### config.mk
export PLATFORM = sky130hd
export DESIGN_NAME = bar_regfile
export DESIGN_NICKNAME = d
export VERILOG_FILES = /design/src/rtl/bar_pkg.sv /design/src/rtl/bar_wr_arb.sv /design/src/rtl/bar_slot.sv /design/src/rtl/bar_rd_port.sv /design/src/rtl/bar_regfile.sv
export SDC_FILE = /design/constraint.sdc
export NUM_CORES = 1
export LEC_CHECK = 0
export ABC_AREA = 1
export BUFFER_PORTS_ARGS = -buffer_cell sky130_fd_sc_hd__buf_2
export CAP_MARGIN = 0
export CORE_UTILIZATION = 56
export DETAILED_ROUTE_END_ITERATION = 12
export PLACE_DENSITY = 0.75
export REMOVE_ABC_BUFFERS = 1
export SLEW_MARGIN = 20
export SYNTH_ARGS = -nofsm -noshare
export SYNTH_HDL_FRONTEND = slang
export SYNTH_SLANG_ARGS = --single-unit
### constraint.sdc
create_clock -name clk -period 3.4 [get_ports clk]
set_input_delay 0.17 -clock clk [delete_from_list [all_inputs] [get_ports clk]]
set_output_delay 0.17 -clock clk [all_outputs]
set_load 0.03 [all_outputs]
### src/rtl/bar_pkg.sv
package bar_pkg;

    localparam int DATA_W   = 32;
    localparam int LANES    = DATA_W / 8;
    localparam int LOW_ATTR = 4;
    localparam int MSK_W    = DATA_W - LOW_ATTR;
    localparam int IO_BITS  = 8;

    typedef enum logic [1:0] {
        WR_NONE = 2'd0,
        WR_LINK = 2'd1,
        WR_PRIM = 2'd2,
        WR_SHAD = 2'd3
    } wr_src_e;

    typedef struct packed {
        logic [DATA_W-1:0] addr;
        logic [MSK_W-1:0]  msk;
        logic              en;
        logic              space;
        logic [1:0]        typ;
        logic              pref;
    } bar_state_t;

    function automatic logic [DATA_W-1:0] lane_mask(input logic [LANES-1:0] be);
        logic [DATA_W-1:0] m;
        for (int i = 0; i < LANES; i++) begin
            m[i*8 +: 8] = {8{be[i]}};
        end
        return m;
    endfunction

    function automatic logic [MSK_W-1:0] reset_mask(input int m);
        logic [MSK_W-1:0] r;
        for (int j = 0; j < MSK_W; j++) begin
            r[j] = ((j + LOW_ATTR) < m);
        end
        return r;
    endfunction

endpackage

### src/rtl/bar_wr_arb.sv
module bar_wr_arb
    import bar_pkg::*;
#(
    parameter int IDX_W = 3
) (
    input  logic              lk_we,
    input  logic [IDX_W-1:0]  lk_idx,
    input  logic [DATA_W-1:0] lk_wdata,
    input  logic [LANES-1:0]  lk_be,
    input  logic              pr_we,
    input  logic [IDX_W-1:0]  pr_idx,
    input  logic [DATA_W-1:0] pr_wdata,
    input  logic [LANES-1:0]  pr_be,
    input  logic              sh_we,
    input  logic [IDX_W-1:0]  sh_idx,
    input  logic [DATA_W-1:0] sh_wdata,
    input  logic [LANES-1:0]  sh_be,
    output logic              pr_ready,
    output logic              sh_ready,
    output wr_src_e           g_src,
    output logic [IDX_W-1:0]  g_idx,
    output logic [DATA_W-1:0] g_data,
    output logic [LANES-1:0]  g_be
);

    always_comb begin
        pr_ready = !lk_we;
        sh_ready = !(lk_we || pr_we);
        g_src    = WR_NONE;
        g_idx    = '0;
        g_data   = '0;
        g_be     = '0;
        if (lk_we) begin
            g_src  = WR_LINK;
            g_idx  = lk_idx;
            g_data = lk_wdata;
            g_be   = lk_be;
        end else if (pr_we) begin
            g_src  = WR_PRIM;
            g_idx  = pr_idx;
            g_data = pr_wdata;
            g_be   = pr_be;
        end else if (sh_we) begin
            g_src  = WR_SHAD;
            g_idx  = sh_idx;
            g_data = sh_wdata;
            g_be   = sh_be;
        end
    end

endmodule

### src/rtl/bar_slot.sv
module bar_slot
    import bar_pkg::*;
#(
    parameter int RST_M = 20
) (
    input  logic              clk,
    input  logic              rst_n,
    input  logic              ro_wr_en,
    input  logic              wr_hit,
    input  wr_src_e           wr_src,
    input  logic [DATA_W-1:0] wr_data,
    input  logic [LANES-1:0]  wr_be,
    input  logic              is_upper,
    input  logic              upper_en,
    output logic [DATA_W-1:0] view,
    output logic              en_o,
    output logic              space_o,
    output logic [1:0]        typ_o,
    output logic              pref_o
);

    localparam logic [DATA_W-1:0] IO_KEEP = ~((DATA_W'(1) << IO_BITS) - DATA_W'(1));

    bar_state_t st_d, st_q;
    logic [DATA_W-1:0] wmask;
    logic [DATA_W-1:0] lanes;
    logic [DATA_W-1:0] new_addr;
    logic              en_eff;

    always_comb begin
        st_d  = st_q;
        lanes = lane_mask(wr_be);
        if (is_upper) begin
            wmask = '1;
        end else if (st_q.space) begin
            wmask = IO_KEEP;
        end else begin
            wmask = {~st_q.msk, {LOW_ATTR{1'b0}}};
        end
        en_eff   = is_upper ? upper_en : st_q.en;
        new_addr = (st_q.addr & ~(wmask & lanes)) | (wr_data & wmask & lanes);

        if (wr_hit) begin
            unique case (wr_src)
                WR_LINK: begin
                    if (en_eff) begin
                        st_d.addr = new_addr;
                    end
                end
                WR_PRIM: begin
                    st_d.addr = new_addr;
                    if (ro_wr_en && wr_be[0] && !is_upper) begin
                        st_d.space = wr_data[0];
                        st_d.typ   = wr_data[2:1];
                        st_d.pref  = wr_data[3];
                    end
                end
                WR_SHAD: begin
                    if (!is_upper) begin
                        if (wr_be[0]) begin
                            st_d.en = wr_data[0];
                        end
                        if (!st_q.space) begin
                            st_d.msk = (st_q.msk & ~lanes[DATA_W-1:LOW_ATTR])
                                     | (wr_data[DATA_W-1:LOW_ATTR] & lanes[DATA_W-1:LOW_ATTR]);
                        end
                    end
                end
                default: begin
                end
            endcase
        end
    end

    always_ff @(posedge clk) begin
        if (!rst_n) begin
            st_q.addr  <= '0;
            st_q.msk   <= reset_mask(RST_M);
            st_q.en    <= 1'b1;
            st_q.space <= 1'b0;
            st_q.typ   <= 2'b00;
            st_q.pref  <= 1'b1;
        end else begin
            st_q <= st_d;
        end
    end

    always_comb begin
        if (!en_eff) begin
            view = '0;
        end else if (is_upper) begin
            view = st_q.addr;
        end else if (st_q.space) begin
            view = {st_q.addr[DATA_W-1:IO_BITS], {(IO_BITS-1){1'b0}}, 1'b1};
        end else begin
            view = {st_q.addr[DATA_W-1:LOW_ATTR] & ~st_q.msk, st_q.pref, st_q.typ, 1'b0};
        end
    end

    assign en_o    = st_q.en;
    assign space_o = st_q.space;
    assign typ_o   = st_q.typ;
    assign pref_o  = st_q.pref;

endmodule

### src/rtl/bar_rd_port.sv
module bar_rd_port
    import bar_pkg::*;
#(
    parameter int NBAR  = 6,
    parameter int IDX_W = 3
) (
    input  logic                         clk,
    input  logic                         rst_n,
    input  logic                         re,
    input  logic [IDX_W-1:0]             idx,
    input  logic [NBAR-1:0][DATA_W-1:0]  views,
    output logic [DATA_W-1:0]            rdata
);

    logic [DATA_W-1:0] rd_d, rd_q;
    logic [DATA_W-1:0] sel;

    always_comb begin
        sel = '0;
        for (int k = 0; k < NBAR; k++) begin
            if (idx == IDX_W'(k)) begin
                sel = views[k];
            end
        end
        rd_d = re ? sel : rd_q;
    end

    always_ff @(posedge clk) begin
        if (!rst_n) begin
            rd_q <= '0;
        end else begin
            rd_q <= rd_d;
        end
    end

    assign rdata = rd_q;

endmodule

### src/rtl/bar_regfile.sv
module bar_regfile
    import bar_pkg::*;
#(
    parameter int          NBAR = 6,
    parameter int unsigned SIZE_W [NBAR] = '{20, 16, 20, 16, 12, 16},
    localparam int         IDX_W = (NBAR > 1) ? $clog2(NBAR + 2) : 1
) (
    input  logic              clk,
    input  logic              rst_n,
    input  logic              ro_wr_en,
    input  logic              lk_we,
    input  logic              lk_re,
    input  logic [IDX_W-1:0]  lk_idx,
    input  logic [31:0]       lk_wdata,
    input  logic [3:0]        lk_be,
    output logic [31:0]       lk_rdata,
    input  logic              pr_we,
    input  logic              pr_re,
    input  logic [IDX_W-1:0]  pr_idx,
    input  logic [31:0]       pr_wdata,
    input  logic [3:0]        pr_be,
    output logic              pr_ready,
    output logic [31:0]       pr_rdata,
    input  logic              sh_we,
    input  logic              sh_re,
    input  logic [IDX_W-1:0]  sh_idx,
    input  logic [31:0]       sh_wdata,
    input  logic [3:0]        sh_be,
    output logic              sh_ready,
    output logic [31:0]       sh_rdata
);

    wr_src_e                    g_src;
    logic [IDX_W-1:0]           g_idx;
    logic [DATA_W-1:0]          g_data;
    logic [LANES-1:0]           g_be;
    logic [NBAR-1:0][DATA_W-1:0] views;
    logic [NBAR-1:0]            en_vec;
    logic [NBAR-1:0]            sp_vec;
    logic [NBAR-1:0]            pf_vec;
    logic [NBAR-1:0][1:0]       ty_vec;
    logic [NBAR*4-1:0]          attr_vec;

    bar_wr_arb #(.IDX_W(IDX_W)) u_arb (
        .lk_we    (lk_we),
        .lk_idx   (lk_idx),
        .lk_wdata (lk_wdata),
        .lk_be    (lk_be),
        .pr_we    (pr_we),
        .pr_idx   (pr_idx),
        .pr_wdata (pr_wdata),
        .pr_be    (pr_be),
        .sh_we    (sh_we),
        .sh_idx   (sh_idx),
        .sh_wdata (sh_wdata),
        .sh_be    (sh_be),
        .pr_ready (pr_ready),
        .sh_ready (sh_ready),
        .g_src    (g_src),
        .g_idx    (g_idx),
        .g_data   (g_data),
        .g_be     (g_be)
    );

    for (genvar k = 0; k < NBAR; k++) begin : g_bar
        logic is_upper;
        logic upper_en;

        if ((k % 2) == 1) begin : g_odd
            assign is_upper = !sp_vec[k-1] && (ty_vec[k-1] == 2'b10);
            assign upper_en = en_vec[k-1];
        end else begin : g_even
            assign is_upper = 1'b0;
            assign upper_en = 1'b0;
        end

        bar_slot #(.RST_M(int'(SIZE_W[k]))) u_slot (
            .clk      (clk),
            .rst_n    (rst_n),
            .ro_wr_en (ro_wr_en),
            .wr_hit   (g_idx == IDX_W'(k)),
            .wr_src   (g_src),
            .wr_data  (g_data),
            .wr_be    (g_be),
            .is_upper (is_upper),
            .upper_en (upper_en),
            .view     (views[k]),
            .en_o     (en_vec[k]),
            .space_o  (sp_vec[k]),
            .typ_o    (ty_vec[k]),
            .pref_o   (pf_vec[k])
        );

        assign attr_vec[k*4 +: 4] = {pf_vec[k], ty_vec[k], sp_vec[k]};
    end

    bar_rd_port #(.NBAR(NBAR), .IDX_W(IDX_W)) u_rd_lk (
        .clk (clk), .rst_n (rst_n), .re (lk_re), .idx (lk_idx),
        .views (views), .rdata (lk_rdata)
    );

    bar_rd_port #(.NBAR(NBAR), .IDX_W(IDX_W)) u_rd_pr (
        .clk (clk), .rst_n (rst_n), .re (pr_re), .idx (pr_idx),
        .views (views), .rdata (pr_rdata)
    );

    bar_rd_port #(.NBAR(NBAR), .IDX_W(IDX_W)) u_rd_sh (
        .clk (clk), .rst_n (rst_n), .re (sh_re), .idx (sh_idx),
        .views (views), .rdata (sh_rdata)
    );

endmodule

Word-level counts from Yosys, hierarchy flattened
Index checks and enable logic that the tools add are counted.
{ "classes": {"eq_ne": 32, "div_mod_pow": 0, "order_cmp": 0, "shifts": 0, "reduce_logical": 45, "muxes": 69, "n_mul": 0, "n_bitwise": 71, "n_addsub": 0} }
{ "op_table": {"columns": ["operator", "n"], "rows": [
  ["two-way mux 32 bit", 51],
  ["bitwise AND 32 bit", 24],
  ["one-hot mux 32 bit (2 select lines)", 6],
  ["bitwise AND 28 bit", 13],
  ["NOT 28 bit", 7],
  ["NOT 32 bit", 6],
  ["bitwise OR 32 bit", 6],
  ["bitwise OR 28 bit", 6],
  ["AND reduction 3 bit", 18],
  ["equality test 3 x 2 -> 1 bit, second input constant", 8],
  ["equality test 3 bit, second input constant", 8],
  ["AND reduction 4 bit", 6],
  ["equality test 3 x 1 -> 1 bit, second input constant", 4],
  ["logical NOT 3 bit", 4],
  ["two-way mux 4 bit", 3],
  ["inequality test 2 x 1 -> 1 bit, second input constant", 6],
  ["equality test 2 bit, second input constant", 5],
  ["two-way mux 3 bit", 3],
  ["NOT 1 bit", 9],
  ["logical NOT 1 bit", 8],
  ["logical AND 1 bit", 7],
  ["two-way mux 2 bit", 3],
  ["two-way mux 1 bit", 3],
  ["equality test 2 x 1 -> 1 bit, second input constant", 1],
  ["2 further kinds", 2]
]} }
{ "word_totals": {"ff_bits": 486, "romBits": 0, "out_inout_bits": 98, "in_bits": 126, "memories": 0, "mem_bits_rw": 0, "elab_cells": 256, "latchBits": 0} }

Logic depth before layout (Yosys ltp)
Gate-level depths: netlist of run 1.
{ "logic_depth": {"depth_word": 10, "depth_mapped": 13} }

By module
A second synthesis of run 1 with hierarchy kept.
{ "unflattened": {"cells_unflattened": 5119, "hier_area_um2": 30767.0} }
{ "modules_own_cells": {"columns": ["mod", "n_inst", "area_per_inst_um2", "cells_per_inst"], "rows": [
  ["bar_slot (g_bar[1].u_slot ...)", 3, 3599.7, 572],
  ["bar_rd_port", 3, 2602.5, 495],
  ["bar_slot (g_bar[0].u_slot ...)", 2, 3570.9, 569],
  ["bar_slot (g_bar[4].u_slot)", 1, 3617.2, 572],
  ["bar_wr_arb", 1, 1316.3, 186],
  ["bar_regfile", 1, 85.1, 22]
]} }

Worst setup path after synthesis of run 1
Ideal clock, no wire load.
{ "synth_path": {"path_type": "input port to flip-flop", "startpoint": "input port lk_we", "endpoint": "register g_bar[5].u_slot.st_q[33] (netlist name)", "slack_ns": 1.468, "arrival_ns": 1.862, "required_ns": 3.330, "setup_ns": 0.070, "cell_stages": 10, "path_cell_list": "buf_4 buf_2 nor2_1 inv_1 o21ai_0 nor2_2 inv_2 clkbuf_1 nand2_1 a21oi_1"} }
{ "synth_between": {"elab_chain_cells": 7, "word_cells_on_any_way": 18} }
{ "synth_lines": {"columns": ["element", "line_no", "rtl"], "rows": [
  ["from (decl)", "bar_regfile.sv:11", "input logic lk_we,"],
  ["two-way mux 4 bit", "bar_wr_arb.sv:33", "if (lk_we) begin"],
  ["bitwise AND 32 bit", "bar_slot.sv:41", "new_addr = (st_q.addr & ~(wmask & lanes)) | (wr_data & wmask & lanes);"],
  ["NOT 32 bit", "bar_slot.sv:41", null],
  ["bitwise AND 32 bit", "bar_slot.sv:41", null],
  ["bitwise OR 32 bit", "bar_slot.sv:41", null],
  ["two-way mux 32 bit", "bar_slot.sv:46", "if (en_eff) begin"],
  ["one-hot mux 32 bit (2 select lines)", "bar_slot.sv:44", "unique case (wr_src)"],
  ["to (signal assigned)", "bar_slot.sv:84", "st_q <= st_d;"],
  ["to (decl)", "bar_slot.sv:24", "bar_state_t st_d, st_q;"]
]} }
Parallel ways exist; a longest one is shown, timed or not. The select of a mux whose other input is x is not followed.
A chain may end at the register's enable or synchronous reset.

Final worst setup path of run 1
{ "layout_path": {"startpoint": "register g_bar[2].u_slot.st_q, in the netlist g_bar[2].u_slot.space_o", "endpoint": "register u_rd_pr.rd_q[0] (netlist: u_rd_pr.rdata[0])"} }
{ "layout_between": {"elab_chain_cells": 7, "word_cells_on_any_way": 11} }
{ "layout_lines": {"columns": ["element", "line_no", "rtl"], "rows": [
  ["from (decl)", "bar_slot.sv:24", null],
  ["from (signal assigned)", "bar_slot.sv:84", null],
  ["logical NOT 1 bit", null, null],
  ["logical AND 1 bit", "bar_regfile.sv:70", "assign is_upper = !sp_vec[k-1] && (ty_vec[k-1] == 2'b10);"],
  ["two-way mux 32 bit or two-way mux 1 bit (tied branches)", "bar_slot.sv:91, bar_slot.sv:40", null],
  ["two-way mux 32 bit", "bar_slot.sv:89", "if (!en_eff) begin"],
  ["two-way mux 32 bit * (3 in a row)", "bar_rd_port.sv:21", "if (idx == IDX_W'(k)) begin"],
  ["to (signal assigned)", "bar_rd_port.sv:32", "rd_q <= rd_d;"],
  ["to (decl)", "bar_rd_port.sv:15", "logic [DATA_W-1:0] rd_d, rd_q;"]
]} }
Every way passes the cells marked *; elsewhere a longest branch is shown, timed or not.

==> results of run 1 <==
==> layout make-up <==
type                       instances  area (um2)
clock buffer                      73        1520
sequential                       474        9490
multi-input combinational       3811       16600
timing repair buffer             345        2200
antenna                            1        2.50
tap                              672         841
clock inverter                    22         370
inverter                         245         928
fill                            4919       18100
==> logic make-up (layout without fill, tap and decap cells) <==
logic type | count (synthesis) | in the layout | share of synthesized area (%)
other cells | 0 | 1 | 0
flops | 474 | 474 | 33.5
compound gates | 714 | 714 | 13.3
simple gates | 3097 | 3097 | 45.0
buf+inv | 586 | 685 | 8.24
==> how the worst max path moves through the flow <==
| stage | start | end | slack, ps | depth (start not counted) |
|---|---|---|---|---|
| 4_1_cts | g_bar[2].u_slot.space_o | u_rd_pr.rdata[0] | 760 | 12 |
| 2_1_floorplan | g_bar[2].u_slot.space_o | g_bar[3].u_slot.st_q[34] | -2270 | 8 |
| 6_report | g_bar[2].u_slot.space_o | u_rd_pr.rdata[0] | 600 | 12 |
| 3_3_place_gp | pr_we | flop | 450 | 9 |
| 5_1_grt | g_bar[2].u_slot.space_o | u_rd_lk.rdata[3] | 500 | 12 |
| 3_5_place_dp | pr_we | flop | 400 | 9 |
==> worst min-delay path: stages <==
cell and delay [ps]:
buf_2 110, o21ai_0 120, nand3_1 100, nand2_1 50, nor2_1 70
==> cells in the final DEF, fill, tap and decap left out, types with 29 or more instances in the layout <==
cell       Yosys  final
a21oi_1      511    511
a31oi_1       34     34
buf_2         98    222
buf_4          4    108
clkbuf_16      0     53
dfxtp_1      474    474
inv_1        215    214
nand2_1     1803   1800
nand3_1      619    619
nand4_1       75     75
nor2_1       556    548
o211ai_1      29     29
o21ai_0       96     96
==> metrics by stage <==
stage / std cells / hold WS (ps)
5_1_grt: 5643 / 75.7
3_5_place_dp: 5545 / 437
6_report: 5643 / 37.1
4_1_cts: 5642 / 14.3
3_3_place_gp: 5545 / 433
2_1_floorplan: 4530 / 254
==> power groups by stage <==
stage	clock, uW	combinational [uW]	sequential (uW)
2_1_floorplan	0	1030	5930
3_3_place_gp	0	1970	5830
3_5_place_dp	0	1980	5830
4_1_cts	6360	1990	5710
5_1_grt	6580	2200	5720
6_report	6370	2070	5710
==> what timing repair did <==
action	in CTS	in global routing
hold buffers	2	0
endpoints found under the setup margin	0	0
endpoints found under the hold margin	2	0
==> metal layers <==
metal	track usage [%]	routed length (um)	up-vias
li1	-	-	15900
met1	55.7	43000	15100
met2	64.2	46000	2280
met3	10.7	15500	518
met4	24.7	7260	0
met5	0	0	-
==> run_results.csv, run 1 <==
group,metric,value,unit
pwr,p_leak,0.0144,uW
floorplan,io_pins,224,
clocking,insertion_delay,630,ps
floorplan,row_count,82,
logic_synthesis,yosys.area.top_type_share,33.5,%
status,status,"complete, no violations",
logic_synthesis,synth_top_area_cell,"dfxtp_1",
logic_synthesis,avgSynthCellArea,5.82,um2
logic_synthesis,synth_cells,4871,
logic_synthesis,synth-seq-cells,474,
logic_synthesis,ys_warn_count,0,
cells_and_area,fin_area,32000,um2
sta,fin_crit,2800,ps
run,drv_cap,0,
clocking,clkSinkCount,474,
pwr,p_sw,4100,uW
clocking,clock_path_buffers,3,
logic_synthesis,synth_flop_cell,"dfxtp_1",
global_routing,grt_pass1_vias,30000,
place,portBuffers,223,
sta,finalSetupViolations,0,
pwr,p_int,10100,uW
cells_and_area,syn_to_final_growth,12.8,%
detailed_routing,antenna_left,0,
detailed_routing,num_vias,33700,
worst_setup_path,rr_startpoint,"g_bar[2].u_slot.space_o",
worst_setup_path,path_common_cell,"nand2_1",
logic_synthesis,ys_seq_area_share,33.5,%
worst_setup_path,cp-end-kind,"flop",
pwr,peakVddDrop,0.352,mV
worst_setup_path,max_stage_delay,640,ps
place,pre_cts_slack,404,ps
cells_and_area,drive_gt1_share,9.92,%
clocking,clock-root-buffer,"clkbuf_16",
pwr,p_total,14100,uW
pwr,swShare,29.0,%
global_routing,grt_overflow,0,
worst_setup_path,startpoint_type,"flop",
sta,finalCritPeriodShare,82.3,%
sta,max_freq,357,MHz
detailed_routing,drt-wirelength-per-cell,19.8,um
worst_setup_path,path_max_fanout,56,
sta,hold_violations,0,
floorplan,start_util,56.6,%
worst_setup_path,reg2reg_depth,12,
worst_setup_path,cp.buffers_inverters,3,
sta,grt_setup_unrepaired,"false",
logic_synthesis,synthesis.area,28400,um2
worst_hold_path,whs_path_depth,5,
floorplan,die_area,51500,um2
clocking,ctsResizeCount,0,
floorplan,core-area,50100,um2
worst_setup_path,cp_top_family,"buffers and inverters",
detailed_routing,detail_route.wirelength,112,mm
pwr,p_per_area,442,nW/um2
cells_and_area,nets,5055,
clocking,clk_pin_slew_worst_paths,60,ps
worst_setup_path,worstPathRequired,3890,ps
clocking,numCtsBuffers,52,
worst_setup_path,rrSetupSlack,600,ps
logic_synthesis,synth_edf_count,0,
pwr,power_frac_seq,40.3,%
worst_setup_path,cp_data_arrival_time,3290,ps
global_routing,grt_max_degree,167,
place,post_dp_cell_area,30100,um2
floorplan,die_y,227,um
pwr,p_clk_share,45.0,%
global_routing,antenna_found_initial,2,
detailed_routing,avgViaCountPerCell,5.98,
logic_synthesis,synth_most_common_cell,"nand2_1",
place,place_congestion,0.982,
sta,tightest_slew,1170,ps
worst_setup_path,cp_slowest_cell,"buf_4",
floorplan,die_w,227,um
sta,max_slew_margin,22.2,%
global_routing,grt_pass1_wl,170,mm
sta,layout_setup_ws,602,ps
global_routing,grt_usage,42.8,%
worst_hold_path,worstHoldPathType,"input port to flop",
sta,setup_tns,0,ps
worst_setup_path,crit_type,"flop to flop",
clocking,cts_setup_buffers,0,
pwr,combPwrFrac,14.6,%
logic_synthesis,yosys-top-cells-area,"dfxtp_1, nand2_1, nand3_1",
detailed_routing,first_iter_violations,4462,
logic_synthesis,async_flop_share,0,%
worst_hold_path,min_from,"lk_wdata[23]",
place,hpwl,68.8,mm
sta,clock_skew,25.1,ps
detailed_routing,drt_pass1_iterations,8,
worst_setup_path,path_cells,"inv_2 > nand3_2 > buf_4 > clkinv_1 > nand2_1 > nand2_1 > nand2_1 > nand2_1 > nand3_1 > nand2_1 > nand2_1 > a21oi_1",
worst_setup_path,reg2reg_to,"u_rd_pr.rdata[0]",
clocking,cts_tree,"yes",
sta,maxSlewViolCount,0,
logic_synthesis,synthDistinctLibCells,31,
cells_and_area,postLayoutCoreUtil,63.9,%
logic_synthesis,synth_common_cells,"nand2_1, nand3_1, nor2_1, a21oi_1, dfxtp_1",
clocking,cts_max_level,2,
detailed_routing,drcViolationCount,0,
Power figures use the tool's default switching activity.
==> run 2, diff against run 1 <==
--- a/config.mk
+++ b/config.mk
@@ -8,9 +8,9 @@
 export ABC_AREA = 1
 export BUFFER_PORTS_ARGS = -buffer_cell sky130_fd_sc_hd__buf_2
 export CAP_MARGIN = 0
-export CORE_UTILIZATION = 56
+export CORE_UTILIZATION = 55
 export DETAILED_ROUTE_END_ITERATION = 12
-export PLACE_DENSITY = 0.75
+export PLACE_DENSITY = 0.77
 export REMOVE_ABC_BUFFERS = 1
 export SLEW_MARGIN = 20
 export SYNTH_ARGS = -nofsm -noshare
==> constraint.sdc (replaced) <==
create_clock -name clk -period 2.5 [get_ports clk]
set_input_delay 0.125 -clock clk [delete_from_list [all_inputs] [get_ports clk]]
set_output_delay 0.125 -clock clk [all_outputs]
set_load 0.03 [all_outputs]
==> run_results.csv, run 2 (synthesis gave the netlist of run 1 again) <==
group,metric,value,unit
status,status,"complete, no violations",
global_routing,grt_util_met1,55.3,%
floorplan,die_area,52500,um2
sta,finalSetupViolations,0,
floorplan,die_w,229,um
worst_setup_path,cp-end-kind,"flop",
detailed_routing,detail_route.wirelength,111,mm
cells_and_area,drive_gt1_share,10.9,%
worst_setup_path,crit_type,"flop to flop",
cells_and_area,register_area,9490,um2
sta,max_freq,431,MHz
global_routing,grt_overflow,0,
sta,fin_crit,2320,ps
place,place_congestion,0.994,
cells_and_area,nets,5112,
sta,tightest_slew,924,ps
detailed_routing,drcViolationCount,0,
cells_and_area,final_cell_mix,"nand2_1, nand3_1, nor2_1, a21oi_1, dfxtp_1",
clocking,numCtsBuffers,52,
sta,max_slew_margin,38.4,%
clocking,clock_path_buffers,3,
global_routing,grt_pass1_wl,171,mm
detailed_routing,drt-wirelength-per-cell,19.5,um
cells_and_area,layout_commonest_cell,"nand2_1",
run,drv_cap,0,
worst_setup_path,worstPathRequired,3040,ps
detailed_routing,avgViaCountPerCell,5.93,
cells_and_area,syn_to_final_growth,14.5,%
floorplan,die_y,229,um
clocking,clkSinkCount,474,
detailed_routing,antenna_left,0,
worst_setup_path,startpoint_type,"flop",
detailed_routing,first_iter_violations,4419,
sta,grt_setup_unrepaired,"false",
clocking,clk_pin_slew_worst_paths,60,ps
floorplan,start_util,56.2,%
clocking,cts_max_level,2,
floorplan,core-area,50500,um2
cells_and_area,multiInputGateArea,16600,um2
clocking,cts_tree,"yes",
global_routing,grt_usage,41.2,%
global_routing,grt_most_used_layer,"met2",
sta,hold_violations,0,
floorplan,row_count,82,
worst_setup_path,cp_data_arrival_time,2860,ps
sta,setup_tns,0,ps
place,portBuffers,223,
detailed_routing,num_vias,33800,
sta,maxSlewViolCount,0,
clocking,clock-root-buffer,"clkbuf_16",
pwr,p_leak,0.0147,uW
clocking,ctsResizeCount,0,
cells_and_area,nFillCells,4840,
cells_and_area,fin_area,32500,um2
worst_setup_path,path_max_fanout,16,
global_routing,grt_max_degree,167,
pwr,p_per_area,580,nW/um2
global_routing,met2_usage,61.7,%
floorplan,io_pins,224,
clocking,insertion_delay,620,ps
worst_hold_path,worstHoldPathType,"input port to flop",
global_routing,antenna_found_initial,2,
sta,clock_skew,22.2,ps
global_routing,grtUsageMet3,9.14,%
sta,finalCritPeriodShare,92.8,%
detailed_routing,drt_pass1_iterations,6,
place,post_dp_cell_area,30600,um2
place,hpwl,71.4,mm
pwr,peakVddDrop,0.574,mV
global_routing,grt_pass1_vias,30300,
==> run 2: per-stage QoR <==
stage / setup slack [ps] / total power [uW] / utilization (%) / instances / hold slack [ps]
6_report: 180 / 18800 / 64.3 / 5701 / 42.5
5_1_grt: 94.5 / 19300 / 64.3 / 5701 / 74.2
4_1_cts: 308 / 18700 / 64.3 / 5700 / 7.16
3_5_place_dp: 264 / 10700 / 60.6 / 5599 / 440
3_3_place_gp: 342 / 10700 / 60.6 / 5599 / 434
2_1_floorplan: -3170 / 9470 / - / 4530 / 209
==> run 2: metal layers <==
layer	share of wire [%]	wire (um)
met2	41	45900
met5	0	0
met1	38	42700
met3	15	16300
met4	5.7	6330
==> run 2: what timing repair did <==
| action | 4_1_cts | 5_1_grt |
|---|---|---|
| buffers inserted | 0 | 0 |
| endpoints found under the hold margin | 43 | 0 |
| hold buffers | 5 | 0 |
| endpoints found under the setup margin | 0 | 0 |
==> run 2: report_power, final <==
| part | total (uW) | internal, uW | switching [uW] |
|---|---|---|---|
| registers | 7760 | 7690 | 73.2 |
| clock network | 8160 | 4800 | 3360 |
| logic | 2900 | 794 | 2110 |
==> run 2: critical path: stages (launching register included) <==
cell      delay (ps)
dfxtp_1          420
nand2_1          240
nand2_1          430
clkinv_1         160
buf_4            250
nand2_1          140
nand3_1          180
a21oi_1          190
nand2_1           80
a21oi_1          120
==> run 2: path summary, 6_finish.rpt <==
path,start,end,slack (ps),cells past startpoint
min,pr_idx[1],u_rd_pr.rdata[0],40,6
max reg2reg,g_bar[4].u_slot.typ_o[1],u_rd_pr.rdata[27],180,9
max,g_bar[4].u_slot.typ_o[1],u_rd_pr.rdata[27],180,9
min reg2reg,flop,flop,450,2
==> run 2: cell type report <==
| type | count | share of cell area [%] |
|---|---|---|
| multi-input combinational | 3811 | 51.2 |
| clock buffer | 75 | 4.77 |
| inverter | 245 | 2.86 |
| tap | 672 | 2.59 |
| sequential | 474 | 29.2 |
| clock inverter | 21 | 0.740 |
| timing repair buffer | 402 | 8.55 |
| antenna | 1 | 0.00771 |
